File: src/rtl/spi_slv_pkg.sv
package spi_slv_pkg;

  typedef struct packed {
    logic lead;
    logic trail;
  } sck_evt_t;

  localparam int unsigned SYNC_BITS = 3;

endpackage

File: src/rtl/spi_slv_sync.sv
module spi_slv_sync #(
  parameter int unsigned WIDTH = 3,
  parameter int unsigned STAGES = 2,
  parameter logic [WIDTH-1:0] RST_VAL = '0
) (
  input  logic             clk,
  input  logic             rst_n,
  input  logic [WIDTH-1:0] async_in,
  output logic [WIDTH-1:0] sync_out
);

  logic [WIDTH-1:0] stage_q [STAGES];

  genvar g;
  generate
    for (g = 0; g < STAGES; g++) begin : g_stage
      if (g == 0) begin : g_first
        always_ff @(posedge clk or negedge rst_n) begin
          if (!rst_n) stage_q[0] <= RST_VAL;
          else        stage_q[0] <= async_in;
        end
      end else begin : g_next
        always_ff @(posedge clk or negedge rst_n) begin
          if (!rst_n) stage_q[g] <= RST_VAL;
          else        stage_q[g] <= stage_q[g-1];
        end
      end
    end
  endgenerate

  assign sync_out = stage_q[STAGES-1];

endmodule

File: src/rtl/spi_slv_edge.sv
module spi_slv_edge
  import spi_slv_pkg::*;
(
  input  logic     clk,
  input  logic     rst_n,
  input  logic     cpol,
  input  logic     sck_s,
  input  logic     ss_n_s,
  output logic     sel_active,
  output sck_evt_t evt
);

  logic sck_q;
  logic rise, fall;

  always_ff @(posedge clk or negedge rst_n) begin
    if (!rst_n) sck_q <= 1'b0;
    else        sck_q <= sck_s;
  end

  assign sel_active = ~ss_n_s;
  assign rise = sck_s & ~sck_q;
  assign fall = ~sck_s & sck_q;

  always_comb begin
    evt.lead  = sel_active & (cpol ? fall : rise);
    evt.trail = sel_active & (cpol ? rise : fall);
  end

endmodule

File: src/rtl/spi_slv_shifter.sv
module spi_slv_shifter
  import spi_slv_pkg::*;
#(
  parameter int unsigned DATA_W = 8
) (
  input  logic              clk,
  input  logic              rst_n,
  input  logic              sel_active,
  input  sck_evt_t          evt,
  input  logic              cpha,
  input  logic              lsb_first,
  input  logic              mosi_s,
  input  logic [DATA_W-1:0] tx_byte,
  output logic              miso_bit,
  output logic              byte_done,
  output logic [DATA_W-1:0] rx_byte
);

  localparam int unsigned CNT_W = $clog2(DATA_W + 1);
  localparam logic [CNT_W-1:0] LAST_IDX = CNT_W'(DATA_W - 1);

  logic [DATA_W-1:0] tx_q, tx_d;
  logic [DATA_W-1:0] rx_q, rx_d, rx_shifted;
  logic [CNT_W-1:0]  cnt_q, cnt_d;
  logic              hold_q, hold_d;
  logic              capture, shift;

  assign capture = sel_active & ~hold_q & (cpha ? evt.trail : evt.lead);
  assign shift   = sel_active & ~hold_q &
                   (cpha ? (evt.lead & (cnt_q != '0)) : evt.trail);

  assign rx_shifted = lsb_first ? {mosi_s, rx_q[DATA_W-1:1]}
                                : {rx_q[DATA_W-2:0], mosi_s};

  assign byte_done = capture & (cnt_q == LAST_IDX);
  assign rx_byte   = rx_shifted;
  assign miso_bit  = lsb_first ? tx_q[0] : tx_q[DATA_W-1];

  always_comb begin
    tx_d   = tx_q;
    rx_d   = rx_q;
    cnt_d  = cnt_q;
    hold_d = hold_q;
    if (!sel_active) begin
      tx_d   = tx_byte;
      rx_d   = '0;
      cnt_d  = '0;
      hold_d = 1'b0;
    end else begin
      if (shift) begin
        tx_d = lsb_first ? (tx_q >> 1) : (tx_q << 1);
      end
      if (capture) begin
        rx_d  = rx_shifted;
        cnt_d = cnt_q + 1'b1;
        if (byte_done) begin
          cnt_d = '0;
          if (cpha) tx_d = tx_byte;
          else      hold_d = 1'b1;
        end
      end
    end
  end

  always_ff @(posedge clk or negedge rst_n) begin
    if (!rst_n) begin
      tx_q   <= '0;
      rx_q   <= '0;
      cnt_q  <= '0;
      hold_q <= 1'b0;
    end else begin
      tx_q   <= tx_d;
      rx_q   <= rx_d;
      cnt_q  <= cnt_d;
      hold_q <= hold_d;
    end
  end

endmodule

File: src/rtl/spi_slave_engine.sv
module spi_slave_engine
  import spi_slv_pkg::*;
#(
  parameter int unsigned DATA_W = 8,
  parameter int unsigned SYNC_STAGES = 2
) (
  input  logic              clk,
  input  logic              rst_n,
  input  logic              cpol,
  input  logic              cpha,
  input  logic              lsb_first,
  input  logic              sck_in,
  input  logic              mosi_in,
  input  logic              ss_n_in,
  output logic              miso_out,
  output logic              miso_oe,
  input  logic [DATA_W-1:0] tx_data,
  input  logic              tx_load,
  output logic [DATA_W-1:0] rx_data,
  input  logic              rx_read,
  output logic              done_pulse,
  output logic              rx_valid
);

  logic [SYNC_BITS-1:0] sync_s;
  logic                 sel_active;
  sck_evt_t             evt;
  logic                 miso_bit, byte_done;
  logic [DATA_W-1:0]    rx_byte;

  logic [DATA_W-1:0] tx_buf_q, tx_buf_d;
  logic [DATA_W-1:0] rx_buf_q, rx_buf_d;
  logic              valid_q, valid_d;
  logic              done_q;

  spi_slv_sync #(
    .WIDTH   (SYNC_BITS),
    .STAGES  (SYNC_STAGES),
    .RST_VAL (3'b100)
  ) u_sync (
    .clk      (clk),
    .rst_n    (rst_n),
    .async_in ({ss_n_in, sck_in, mosi_in}),
    .sync_out (sync_s)
  );

  spi_slv_edge u_edge (
    .clk        (clk),
    .rst_n      (rst_n),
    .cpol       (cpol),
    .sck_s      (sync_s[1]),
    .ss_n_s     (sync_s[2]),
    .sel_active (sel_active),
    .evt        (evt)
  );

  spi_slv_shifter #(.DATA_W(DATA_W)) u_shift (
    .clk        (clk),
    .rst_n      (rst_n),
    .sel_active (sel_active),
    .evt        (evt),
    .cpha       (cpha),
    .lsb_first  (lsb_first),
    .mosi_s     (sync_s[0]),
    .tx_byte    (tx_buf_q),
    .miso_bit   (miso_bit),
    .byte_done  (byte_done),
    .rx_byte    (rx_byte)
  );

  always_comb begin
    tx_buf_d = tx_load ? tx_data : tx_buf_q;
    rx_buf_d = byte_done ? rx_byte : rx_buf_q;
    valid_d  = valid_q;
    if (rx_read)   valid_d = 1'b0;
    if (byte_done) valid_d = 1'b1;
  end

  always_ff @(posedge clk or negedge rst_n) begin
    if (!rst_n) begin
      tx_buf_q <= '0;
      rx_buf_q <= '0;
      valid_q  <= 1'b0;
      done_q   <= 1'b0;
    end else begin
      tx_buf_q <= tx_buf_d;
      rx_buf_q <= rx_buf_d;
      valid_q  <= valid_d;
      done_q   <= byte_done;
    end
  end

  assign miso_oe    = sel_active;
  assign miso_out   = sel_active & miso_bit;
  assign rx_data    = rx_buf_q;
  assign rx_valid   = valid_q;
  assign done_pulse = done_q;

endmodule

File: config.mk
export PLATFORM = sky130hd
export DESIGN_NAME = spi_slave_engine
export DESIGN_NICKNAME = d
export VERILOG_FILES = /design/src/rtl/spi_slv_pkg.sv /design/src/rtl/spi_slv_sync.sv /design/src/rtl/spi_slv_edge.sv /design/src/rtl/spi_slv_shifter.sv /design/src/rtl/spi_slave_engine.sv
export SDC_FILE = /design/constraint.sdc
export NUM_CORES = 1
export LEC_CHECK = 0
export BUFFER_PORTS_ARGS = -buffer_cell sky130_fd_sc_hd__buf_2
export CAP_MARGIN = 0
export CORE_ASPECT_RATIO = 1.75
export CORE_UTILIZATION = 29
export CTS_CLUSTER_DIAMETER = 120
export CTS_CLUSTER_SIZE = 12
export DETAILED_ROUTE_END_ITERATION = 10
export PLACE_DENSITY_LB_ADDON = 0.08
export SLEW_MARGIN = 40
export SYNTH_ARGS = -nofsm -noshare
export SYNTH_HDL_FRONTEND = slang
export SYNTH_SLANG_ARGS = --single-unit
File: constraint.sdc
create_clock -name clk -period 2.4 [get_ports clk]
set_clock_uncertainty 0.15 [all_clocks]
set_input_delay 0.24 -clock clk [delete_from_list [all_inputs] [get_ports clk]]
set_output_delay 0.24 -clock clk [all_outputs]
set_load 0.05 [all_outputs]
==> metrics.md, run 1 <==
| Metric | Value |
|---|---|
| Sequential area share after synthesis | `0.5504` |
| Number of global-route vias before repair | `~1.5k` |
| Synth Warn # | `0` |
| Die area | `between 0.007 and 0.008 mm²` |
| GRT overflow | `0` |
| I/O pin count | `30` |
| Hold Crit Class | `in2reg` |
| Via density | `4.811` |
| HPWL Detailed | `3239 µm` |
| Sw frac | `0.2211` |
| Number of synthesized flops with an enable pin | `0` |
| Post-Syn Nets | `between 150 and 200` |
| # DRC | `0` |
| H-tree depth | `2` |
| Register clock-pin slew on the reported worst setup and hold paths | `60 ps` |
| Comb power frac | `0.106` |
| Peak VDD IR | `between 400 and 500 µV` |
| Power per cell area | `roughly 700 mW/mm²` |
| Worst r2r path cells | `6` |
| Synth Cell Area | `around 0.0021 mm²` |
| DR vias | `1448` |
| Antenna viol nets, final | `0` |
| GPL Wtd Cong | `0.7328` |
| Clock sink total | `46` |
| Clock Root Buffer | `clkbuf_16` |
| Crit end category | `flop` |
| Post-route setup slack | `124.0 ps` |
| Power Internal | `1402 µW` |
| Area after DPL | `0.002374 mm²` |
| CTS tree | `done` |
| WL per Instance | `14.46 µm` |
| Async SR Flop Fraction | `1.000` |
| Hold path depth | `2` |
| Largest net degree at the start of global routing | `30` |
| Top_reg_cell synth | `dfrtp_1` |
| Slew margin rel. | `0.5633` |
| Max-slew violations | `0` |
| Pleak | `0.001244 µW` |
| Status | `finished, final reports clean` |
| Sw Pwr | `397.9 µW` |
| Final setup TNS | `0 ps` |
| Synthesized instance count | `roughly 180` |
| Synthesized area per cell | `11.91 µm²` |
| Final setup viols | `0` |
| Cell row count | `40` |
| Final instance area | `0.002577 mm²` |
| Maximum root-to-sink buffer count | `2` |
| DRT Pass-1 Iters | `4` |
| Core Region | `0.006907 mm²` |
| Critical path class | `reg2reg` |
| Clk Latency, worst-skew pair | `280 ps` |
| CP max FO | `10` |
| RSZ-0062 raised after global routing | `false` |
| Synth-to-layout area growth | `22.98%` |
| Buffer count from post-CTS setup fixing | `0` |
| CP Data Required Time | `2420 ps` |
| Worst Min Path Start | `rx_read` |
| R2R setup slack | `120 ps` |
| Total global-route track usage | `0.1362` |
| CP Launch Type | `flop` |
| TritonCTS Buffers | `5` |
| Final min period | `2276 ps` |
| Initial Utilization | `0.3034` |
| Final nets | `236` |
| Die Y | `114.5 µm` |
| First-pass GRT wire length | `about 7500 µm` |
| Reg power frac | `0.471` |
| Worst r2r dst | `rx_data[2]` |
| Layout cells sized above 1 | `0.3825` |
| Arrival @ worst endpoint | `2290 ps` |
| Initial DRC Count | `44` |
| Power share of the clock group | `0.424` |
| Fmax | `about 440 MHz` |
| RR Startpoint | `u_edge.sck_q` |
| Tot Pwr | `1800 µW` |
| Max cap viols | `0` |
| Yosys cell types | `28` |
| Initial antenna violation count | `0` |
| Chip Width | `66.26 µm` |
| Final hold viol count | `0` |
| DRT Wirelength | `4353 µm` |
| I/O Buffers | `29` |
| Worst Hold Path EP | `rx_valid` |
| Worst-Margin Slew | `between 600 and 700 ps` |
| Post-route clock period utilization | `0.9483` |
| ANT cells | `0` |
| Place WS | `roughly 110 ps` |
| FF+latch count, synth | `46` |
==> registers in the layout, indices dropped and copies added, names as in the netlist, 3 cells and up <==
signal,cells
u_shift.cnt_q,4
u_shift.rx_q,8
tx_buf_q,8
u_shift.tx_q,8
rx_data,8
u_sync.stage_q,3
u_sync.sync_out,3
==> layer usage <==
metal,share of wire,global-route usage
met1,0.41,0.1588
met2,0.53,0.2306
met3,0.033,0.03287
met4,0.022,0.06241
met5,0,0
==> cell families (layout without fill, tap and decap cells) <==
group	count (synthesis)	in the layout	synth area share
compound gates	13	13	0.04358
simple gates	54	54	0.1319
fa+ha+maj	2	2	0.01194
flops	46	46	0.5504
xor+xnor	3	3	0.01254
mux	42	42	0.2191
buf+inv	16	57	0.03045
==> power groups by stage <==
stage | registers [µW] | clock network, µW | logic (µW)
finish | 847 | 762 | 190
detailed placement | 863 | 0 | 189
global route | 853 | 832 | 213
floorplan | 851 | 0 | 125
global placement | 861 | 0 | 184
CTS | 848 | 792 | 194
==> stage by stage <==
stage	util	instances	hold slack, ps
after global placement	0.3437	289	144.4
after global routing	0.3732	301	23.03
after CTS	0.3730	301	8.128
final	0.3732	301	17.65
after detailed placement	0.3437	289	164.7
after floorplan	-	176	-205.6
==> cell usage in the layout (no fill, tap or decap), types with 2 or more instances in the layout <==
cell type,netlist,layout
dfstp_2,2,2
dlygate4sd3_1,0,4
nor3_1,2,2
nand3_1,18,18
or2b_2,2,2
clkbuf_1,6,2
o21ai_0,9,9
inv_1,7,7
nand2_1,19,19
clkbuf_16,0,5
mux2_2,31,31
nor2_1,6,6
xnor2_1,2,2
ha_1,2,2
buf_2,2,29
dfrtp_1,44,44
mux2i_1,11,11
buf_4,0,8
==> critical path: stages (launching register included) <==
cell     delay [ps]
dfrtp_1         370
or2b_2          330
mux2i_1         190
nand2_1         100
or4b_4          520
inv_4           150
mux2_2          350
==> cell usage after synthesis, types with 2 or more instances <==
library cell  instances  area [µm²]
or2b_2                2       17.52
xnor2_1               2       17.52
inv_1                 7       26.28
dfstp_2               2       52.55
mux2i_1              11       110.1
o21ai_0               9       45.04
nor2_1                6       22.52
dfrtp_1              44        1101
nand3_1              18       90.09
buf_2                 2       10.01
ha_1                  2       25.02
clkbuf_1              6       22.52
nor3_1                2       10.01
nand2_1              19       71.32
mux2_2               31       349.1
==> worst max-delay path by stage <==
stage | start | end | slack [ps]
after floorplan | u_edge.sck_q | rx_data[0] | 270
after global placement | u_edge.sck_q | rx_data[3] | 140
after detailed placement | u_edge.sck_q | rx_data[4] | 110
after CTS | u_edge.sck_q | rx_data[2] | 100
after global routing | u_sync.sync_out[1] | rx_data[1] | 3
final | u_edge.sck_q | rx_data[2] | 120
==> cell type report <==
| type | instances | area (µm²) |
|---|---|---|
| timing repair buffer | 41 | 245.2 |
| sequential | 46 | 1154 |
| clock buffer | 7 | 132.6 |
| multi-input combinational | 114 | 878.3 |
| tap | 84 | 105.1 |
| inverter | 8 | 32.53 |
| clock inverter | 1 | 30.03 |
| fill | 695 | 4329 |
==> repair_timing <==
item,4_1_cts,5_1_grt
hold buffers,4,0
endpoints found under the setup margin,0,8
endpoints found under the hold margin,30,0
resized for setup,0,1
Power figures use the tool's default switching activity.
==> run 2, diff against run 1 <==
--- a/config.mk
+++ b/config.mk
@@ -8,6 +8,7 @@
 export BUFFER_PORTS_ARGS = -buffer_cell sky130_fd_sc_hd__buf_2
 export CAP_MARGIN = 0
 export CORE_ASPECT_RATIO = 1.75
+export CORE_MARGIN = 4
 export CORE_UTILIZATION = 29
 export CTS_CLUSTER_DIAMETER = 120
 export CTS_CLUSTER_SIZE = 12
==> run 2 against run 1 <==
  * Clock-buffer cell count unchanged
  * Power about the same
  * Via count down 2.9%
  * Critical path depth unchanged
  * First-iteration DRC count down 45%
  * Setup slack worse by 11 ps
  * Die area up 15%
  * Register-to-register slack about the same
  * Sequential cell count unchanged
  * Cell area unchanged
  * Non-clock buffer count unchanged
  * Combinational power about the same
  * Largest power group unchanged
==> metrics.md, run 2 (synthesized netlist as in run 1, its figures left out) <==
| Metric | Value |
|---|---|
| Status | `finished, final reports clean` |
| Slew margin rel. | `0.6026 (+0.03930)` |
| Die Y | `120.5 µm (+5.2%)` |
| Final nets | `236 (unchanged)` |
| I/O pin count | `30 (unchanged)` |
| Initial antenna violation count | `0 (unchanged)` |
| Peak VDD IR | `459.9 µV (+10%)` |
| CP Launch Type | `flop` |
| I/O Buffers | `29 (unchanged)` |
| Worst-Margin Slew | `596.0 ps (-58.95 ps)` |
| H-tree depth | `2 (unchanged)` |
| DR vias | `1406 (-2.9%)` |
| TritonCTS Buffers | `5 (unchanged)` |
| Max-slew violations | `0 (unchanged)` |
| Chip Width | `72.26 µm (+9.1%)` |
| First-pass GRT wire length | `7521 µm (+0.37%)` |
| Layout cells sized above 1 | `0.3825 (unchanged)` |
| Clock sink total | `46 (unchanged)` |
| Area after DPL | `0.002374 mm² (unchanged)` |
| Final instance area | `0.002577 mm² (unchanged)` |
| Register clock-pin slew on the reported worst setup and hold paths | `60 ps (about the same)` |
| Synth-to-layout area growth | `22.98% (unchanged)` |
| Crit end category | `flop` |
| Fillers | `699 (+0.58%)` |
| Final min period | `2287 ps (+10.69 ps)` |
| Die area | `0.008704 mm² (+15%)` |
| GRT overflow | `0 (unchanged)` |
| RSZ-0062 raised after global routing | `false` |
| DRT Pass-1 Iters | `4 (unchanged)` |
| CTS tree | `done` |
| Clk Latency, worst-skew pair | `280 ps (about the same)` |
| Max cap viols | `0 (unchanged)` |
| Via density | `4.671 (-2.9%)` |
| Area occupied by multi-input gates | `878.3 µm² (unchanged)` |
| Total global-route track usage | `0.1110 (-0.02521)` |
| DRT Wirelength | `4295 µm (-1.3%)` |
| CP max FO | `10 (unchanged)` |
| Core Region | `0.006957 mm² (+0.72%)` |
| Final hold viol count | `0 (unchanged)` |
| Buffer count from post-CTS setup fixing | `0 (unchanged)` |
| Clock Root Buffer | `clkbuf_16` |
| Fmax | `437.3 MHz (-0.47%)` |
| Layout Cells excl Fill | `301 (unchanged)` |
| Power per cell area | `698.9 mW/mm² (about the same)` |
| Arrival @ worst endpoint | `2300 ps (about the same)` |
| Post-route setup slack | `113.3 ps (-10.69 ps)` |
| Critical path class | `reg2reg` |
| Largest net degree at the start of global routing | `25 (-17%)` |
| Maximum root-to-sink buffer count | `2 (unchanged)` |
| ANT cells | `0 (unchanged)` |
| Layout Utilization | `0.3705 (-0.002684)` |
| Hold Crit Class | `in2reg` |
| Place WS | `93.37 ps (-13.99 ps)` |
| Post-route clock period utilization | `0.9528 (+0.004455)` |
| Number of global-route vias before repair | `1567 (+3.6%)` |
| Final setup viols | `0 (unchanged)` |
| Antenna viol nets, final | `0 (unchanged)` |
| HPWL Detailed | `3204 µm (-1.1%)` |
| WL per Instance | `14.27 µm (-1.3%)` |
| Pleak | `0.001244 µW (unchanged)` |
| # DRC | `0 (unchanged)` |
| CP Data Required Time | `2420 ps (about the same)` |
| Placed Cells | `289 (unchanged)` |
| R2R setup slack | `110 ps (about the same)` |
| Leading cell type in the layout, fill and taps excluded | `dfrtp_1` |
| Cell row count | `40 (unchanged)` |
| Initial DRC Count | `24 (-45%)` |
| Final setup TNS | `0 ps (unchanged)` |
| Initial Utilization | `0.3013 (-0.002183)` |
| GPL Wtd Cong | `0.7227 (-1.4%)` |
| Commonest non-fill, non-tap cells in the layout | `44 x dfrtp_1, 31 x mux2_2, 29 x buf_2` |
| Register Area | `0.001154 mm² (unchanged)` |
==> run 2: cell counts in the layout (fill, tap and decap cells not counted) <==
No cell type changed its count.
==> run 2: path summary, 6_finish.rpt <==
kind	from	cells after the start	end
setup / recovery	u_edge.sck_q	6	rx_data[7]
hold / removal	rx_read	2	rx_valid
setup reg to reg	u_edge.sck_q	6	rx_data[7]
hold reg to reg	u_sync.stage_q[5]	0	u_sync.sync_out[2]
max in group asynchronous	rst_n	3	u_sync.stage_q[5]
min in group asynchronous	rst_n	2	u_shift.hold_q
==> run 2: routing by layer <==
layer | vias up | share of wire | global-route usage
li1 | 687 | - | -
met1 | 692 | 0.42 | 0.1274
met2 | 22 | 0.52 | 0.1889
met3 | 5 | 0.037 | 0.02912
met4 | 0 | 0.016 | 0.04941
met5 | - | 0 | 0
==> run 2: timing repair <==
action	CTS	global route
hold endpoints to repair	25	0
endpoints found under the setup margin	0	4
hold buffers	4	0
gates resized for setup	0	1
==> run 2: cell type report <==
type,instances,area share
Timing Repair Buffer,41,0.09515
Clock buffer,7,0.05146
Multi-Input combinational cell,114,0.3408
Tap cell,84,0.04078
Inverter,8,0.01262
Clock inverter,1,0.01165
Sequential cell,46,0.4476
==> run 2: stage by stage <==
step	hold slack, ps	total power, µW
final	6.722	1801
after global routing	30.77	1896
after CTS	6.729	1836
after detailed placement	116.1	1050
after global placement	98.91	1042
after floorplan	-205.6	976.2
==> run 2: worst max-delay path: stages, from the launching register on <==
cell and delay, ps:
dfrtp_1 370, or2b_2 330, mux2i_1 200, nand2_1 110, or4b_4 520, inv_4 150, mux2_2 350
==> run 2: power by group <==
part	internal [µW]	switching (µW)	leakage, µW
clock	492	273	0.0000781
sequential	819	27.7	0.000591
combinational	90.4	98.3	0.000575
